==> config.mk <==
export PLATFORM = sky130hd
export DESIGN_NAME = adc_seq
export DESIGN_NICKNAME = d
export VERILOG_FILES = /design/src/rtl/adc_seq_pkg.sv /design/src/rtl/adc_seq_cfg.sv /design/src/rtl/adc_seq_fsm.sv /design/src/rtl/adc_seq_bank.sv /design/src/rtl/adc_seq.sv
export SDC_FILE = /design/constraint.sdc
export NUM_CORES = 1
export LEC_CHECK = 0
export BUFFER_PORTS_ARGS = -buffer_cell sky130_fd_sc_hd__buf_2
export CORE_MARGIN = 4
export CORE_UTILIZATION = 25
export DETAILED_ROUTE_END_ITERATION = 8
export SLEW_MARGIN = 20
export SYNTH_ARGS = -nofsm -noshare
export SYNTH_HDL_FRONTEND = slang
export SYNTH_SLANG_ARGS = --single-unit
==> constraint.sdc <==
create_clock -name clk -period 1.3 [get_ports clk]
set_input_delay 0.13 -clock clk [delete_from_list [all_inputs] [get_ports clk]]
set_output_delay 0.13 -clock clk [all_outputs]
set_load 0.02 [all_outputs]
==> src/rtl/adc_seq_pkg.sv <==
package adc_seq_pkg;

    localparam int SEL_W  = 4;
    localparam int NSLOT  = 4;
    localparam int SLOT_W = $clog2(NSLOT);

    typedef enum logic [1:0] {
        ST_IDLE  = 2'd0,
        ST_ISSUE = 2'd1,
        ST_WAIT  = 2'd2
    } seq_state_e;

    typedef struct packed {
        logic             scan;
        logic             multi;
        logic [SEL_W-1:0] sel;
    } seq_cfg_t;

    localparam int CFG_W = $bits(seq_cfg_t);

    function automatic logic [SEL_W-1:0] chan_for(seq_cfg_t cfg, logic [SLOT_W-1:0] slot);
        logic [SEL_W-1:0] c;
        c = cfg.sel;
        if (cfg.multi) c[SLOT_W-1:0] = slot;
        return c;
    endfunction

endpackage

==> src/rtl/adc_seq_cfg.sv <==
module adc_seq_cfg
    import adc_seq_pkg::*;
(
    input  logic       clk,
    input  logic       rst,
    input  logic       wr_en,
    input  logic [7:0] wr_data,
    input  logic       set_flag,
    output seq_cfg_t   cfg,
    output logic       flag
);
    always_ff @(posedge clk) begin
        if (rst) begin
            cfg  <= '0;
            flag <= 1'b0;
        end else if (wr_en) begin
            cfg  <= seq_cfg_t'(wr_data[CFG_W-1:0]);
            flag <= 1'b0;
        end else if (set_flag) begin
            flag <= 1'b1;
        end
    end
endmodule

==> src/rtl/adc_seq_fsm.sv <==
module adc_seq_fsm
    import adc_seq_pkg::*;
(
    input  logic              clk,
    input  logic              rst,
    input  logic              wr_en,
    input  logic              pwr_en,
    input  logic              suspend,
    input  logic              conv_done,
    input  logic              scan,
    output logic              conv_start,
    output logic              store,
    output logic              pass_end,
    output logic [SLOT_W-1:0] slot
);
    seq_state_e st;

    always_comb begin
        conv_start = (st == ST_ISSUE) && pwr_en && !suspend;
        store      = (st == ST_WAIT) && conv_done && !suspend && !wr_en;
        pass_end   = store && (slot == SLOT_W'(NSLOT - 1));
    end

    always_ff @(posedge clk) begin
        if (rst) begin
            st   <= ST_IDLE;
            slot <= '0;
        end else if (wr_en) begin
            st   <= ST_ISSUE;
            slot <= '0;
        end else if (conv_start) begin
            st <= ST_WAIT;
        end else if (store) begin
            slot <= slot + 1'b1;
            st   <= (pass_end && !scan) ? ST_IDLE : ST_ISSUE;
        end
    end
endmodule

==> src/rtl/adc_seq_bank.sv <==
module adc_seq_bank
    import adc_seq_pkg::*;
#(
    parameter int DATA_W = 8
) (
    input  logic                    clk,
    input  logic                    rst,
    input  logic                    store,
    input  logic [SLOT_W-1:0]       slot,
    input  logic [DATA_W-1:0]       din,
    output logic [NSLOT*DATA_W-1:0] results
);
    for (genvar k = 0; k < NSLOT; k++) begin : g_slot
        logic [DATA_W-1:0] q;
        always_ff @(posedge clk) begin
            if (rst)                                q <= '0;
            else if (store && slot == SLOT_W'(k))   q <= din;
        end
        assign results[k*DATA_W +: DATA_W] = q;
    end
endmodule

==> src/rtl/adc_seq.sv <==
module adc_seq
    import adc_seq_pkg::*;
#(
    parameter int DATA_W = 8
) (
    input  logic                    clk,
    input  logic                    rst,
    input  logic                    wr_en,
    input  logic [7:0]              wr_data,
    output logic [7:0]              status,
    input  logic                    pwr_en,
    input  logic                    suspend,
    output logic                    conv_start,
    output logic [SEL_W-1:0]        chan_sel,
    input  logic                    conv_done,
    input  logic [DATA_W-1:0]       conv_data,
    output logic [NSLOT*DATA_W-1:0] results
);
    seq_cfg_t          cfg;
    logic              flag;
    logic              store;
    logic              pass_end;
    logic [SLOT_W-1:0] slot;

    adc_seq_cfg u_cfg (
        .clk      (clk),
        .rst      (rst),
        .wr_en    (wr_en),
        .wr_data  (wr_data),
        .set_flag (pass_end),
        .cfg      (cfg),
        .flag     (flag)
    );

    adc_seq_fsm u_fsm (
        .clk        (clk),
        .rst        (rst),
        .wr_en      (wr_en),
        .pwr_en     (pwr_en),
        .suspend    (suspend),
        .conv_done  (conv_done),
        .scan       (cfg.scan),
        .conv_start (conv_start),
        .store      (store),
        .pass_end   (pass_end),
        .slot       (slot)
    );

    adc_seq_bank #(.DATA_W(DATA_W)) u_bank (
        .clk     (clk),
        .rst     (rst),
        .store   (store),
        .slot    (slot),
        .din     (conv_data),
        .results (results)
    );

    always_comb begin
        chan_sel = chan_for(cfg, slot);
        status   = {flag, {(8 - 1 - CFG_W){1'b0}}, cfg};
    end
endmodule

==> flow_metrics.env <==
export IMPL_syn_area_sq_um=1880
export IMPL_dp_slack_ns=-0.0179
export IMPL_diodes=0
export IMPL_grt_remaining_overflow=0
export IMPL_drv_slew=0
export IMPL_synth_distinct_cells=27
export IMPL_crit_start="u_fsm.slot[0]"
export IMPL_powerDensity_nw_per_um2=1020
export IMPL_fmax_ghz=0.776
export IMPL_fin_crit_ns=1.29
export IMPL_final_layout_size_suffix_gt1_share_pct=37.6
export IMPL_fp_dieW_microns=94.6
export IMPL_finClkSkew_ns=0.00504
export IMPL_clk_pin_slew_ns=0.08
export IMPL_totalWireLength_microns=4230
export IMPL_p_leak_nw=1.22
export IMPL_min_path_type="in -> reg"
export IMPL_critPathRequiredTime_ns=1.17
export IMPL_start_util_pct=25.9
export IMPL_ir_drop_mv=0.374
export IMPL_yosysTopAreaCell="dfxtp_1"
export IMPL_drc_errors=0
export IMPL_yosysMostFrequentCell="dfxtp_1"
export IMPL_total_power_w=0.00249
export IMPL_worstSetupPathType="reg -> out"
export IMPL_ys_async_sr_fraction_pct=0
export IMPL_cts_tree="done"
export IMPL_dieArea_sq_um=8950
export IMPL_synth_edf_count=0
export IMPL_worstSkewPairLatency_ns=0.29
export IMPL_syn_inst=179
export IMPL_min_period_over_period_pct=99.1
export IMPL_met2_usage_pct=15.6
export IMPL_gp_congestion=0.706
export IMPL_setup_ws_ns=0.0115
export IMPL_crit_path_start_kind="flop"
export IMPL_drtPass1Iterations=4
export IMPL_core_area_sq_um=7250
export IMPL_cts_sinks=43
export IMPL_wl_per_cell_microns=12.4
export IMPL_synth_warnings=0
export IMPL_cap_violations=0
export IMPL_synth_top_area_share_pct=45.9
export IMPL_cts_made_buffers=5
export IMPL_arrival_ns=1.16
export IMPL_finalSetupViolCount=0
export IMPL_grt_max_degree=29
export IMPL_ys_ff_latch=43
export IMPL_area_delta_synth_final_pct=30.0
export IMPL_die_h_microns=94.6
export IMPL_vias_per_cell=4.08
export IMPL_use_met1_pct=12.3
export IMPL_antenna_found_initial=0
export IMPL_grt_usage_pct=9.89
export IMPL_fin_tns_setup_ns=0
export IMPL_final_nets=267
export IMPL_io_buffer_count=63
export IMPL_rows=31
export IMPL_drt_initial_drc_count=34
export IMPL_final_core_util_pct=33.6
export IMPL_busiest_layer="met2"
export IMPL_ant_nets=0
export IMPL_yosysSeqAreaShare_pct=45.9
export IMPL_r2r_start="u_fsm.st[0]"
export IMPL_worst_path_max_fanout=4
export IMPL_postSynthAreaPerCell_sq_um=10.5
export IMPL_io_pins=67
export IMPL_htree_levels=2
export IMPL_cts_root_buf="clkbuf_8"
export IMPL_rsz0062_at_grt="yes"
export IMPL_yosys_top_cells_area="dfxtp_1, mux2i_1, nand2b_1, nand2_1, ha_1"
export IMPL_syn_nets=205
export IMPL_hold_viol=0
export IMPL_grt_pass1_wl_microns=6800
export IMPL_status="complete, no violations"
export IMPL_vias=1390
export IMPL_met3_usage_pct=4.14
export IMPL_synth_top_flop_cell="dfxtp_1"
export IMPL_cts_buffer_depth=2
export IMPL_cts_setup_buffers=0
export IMPL_cp_end_kind="output port"
export IMPL_hp_start="wr_data[1]"
export IMPL_dpl_hpwl_microns=3160
export IMPL_synth_common_cells="dfxtp_1, mux2i_1, nand2b_1, nand2_1, nor2_1"
export IMPL_grt_pass1_vias=1415
-- sequential cells by signal, summed over array words and instances (netlist names) --
register / count
u_cfg.cfg: 6
u_cfg.flag: 1
u_bank.g_slot.q: 32
u_fsm.slot: 2
u_fsm.st: 2
-- kinds of logic (layout without fill, tap and decap cells) --
kind of cell / after synthesis / in the layout / synth area share (%)
AND/OR/NAND/NOR: 67 / 67 / 21.2
flip-flops: 43 / 43 / 45.9
multiplexers: 41 / 41 / 22.0
buffers and inverters: 18 / 81 / 6.20
AO/OA/AOI/OAI: 5 / 5 / 1.80
adder cells (fa/ha/maj): 4 / 4 / 2.67
other: 1 / 1 / 0.200
-- power by group --
group          switching (W)  internal [W]
Clock               0.000465      0.000484
Combinational       0.000106     0.0000948
Sequential         0.0000109       0.00133
Total               0.000582       0.00190
-- cell type report --
type | instances | area (sq um)
clock buffers | 7 | 96.3
repair buffers | 70 | 403
multi-input cells | 118 | 926
flip-flops and latches | 43 | 871
fillers | 768 | 4810
clock inverters | 1 | 7.51
well taps | 99 | 124
inverters | 3 | 11.3
-- stage by stage --
step / cell area, sq um / hold WS (ns) / cells
detailed placement: 2270 / 0.374 / 333
global route: 2440 / 0.0738 / 341
floorplan: 1880 / 0.277 / 179
CTS: 2420 / 0.0593 / 341
finish: 2440 / 0.0665 / 341
global placement: 2270 / 0.363 / 333
-- placed cells by master (no fill, tap or decap) --
master,instances
buf_2,60
mux2i_1,39
dfxtp_1,39
nand2b_1,30
nand2_1,13
nor2_1,8
clkbuf_8,7
buf_4,5
ha_1,4
buf_6,4
inv_1,3
nor2b_1,3
mux2_4,2
and2_4,2
nand3b_1,2
dfxtp_2,2
dfxtp_4,2
nor3b_2,1
and2_1,1
nor2b_4,1
and4bb_4,1
o21a_1,1
nand4bb_4,1
a21oi_1,1
nor4_1,1
nor3_1,1
o31a_1,1
nand2_2,1
o21ai_0,1
or3_1,1
a21boi_1,1
conb_1,1
clkinvlp_4,1
buf_12,1
-- worst max-delay path, cell delays in order (launching register included) --
cell and delay (ns):
dfxtp_4 0.36, buf_6 0.12, mux2_4 0.26, buf_6 0.13
-- path summary, 6_finish.rpt --
| path | to | cells after the start | slack (ns) |
|---|---|---|---|
| setup reg to reg | u_fsm.slot[0] | 4 | 0.08 |
| hold / removal | u_cfg.cfg[1] | 3 | 0.07 |
| setup / recovery | chan_sel[0] | 3 | 0.01 |
| hold reg to reg | u_bank.g_slot[1].q[1] | 2 | 0.46 |
-- repair_timing --
| item | in CTS | in global routing |
|---|---|---|
| endpoints found under the setup margin | 11 | 13 |
| cloned | 0 | 0 |
| gates resized for setup | 16 | 7 |
| pin swaps | 1 | 1 |
| hold buffers | 0 | 0 |
-- metal layers --
metal | part of all wire (%) | routed length (microns) | up-vias
met1 | 42 | 1790 | 640
met2 | 47 | 1980 | 44
met3 | 9.7 | 412 | 4
met4 | 0.92 | 39 | 0
met5 | 0 | 0 | -
li1 | - | - | 702
Note: power is estimated with default switching activity, not from simulation.
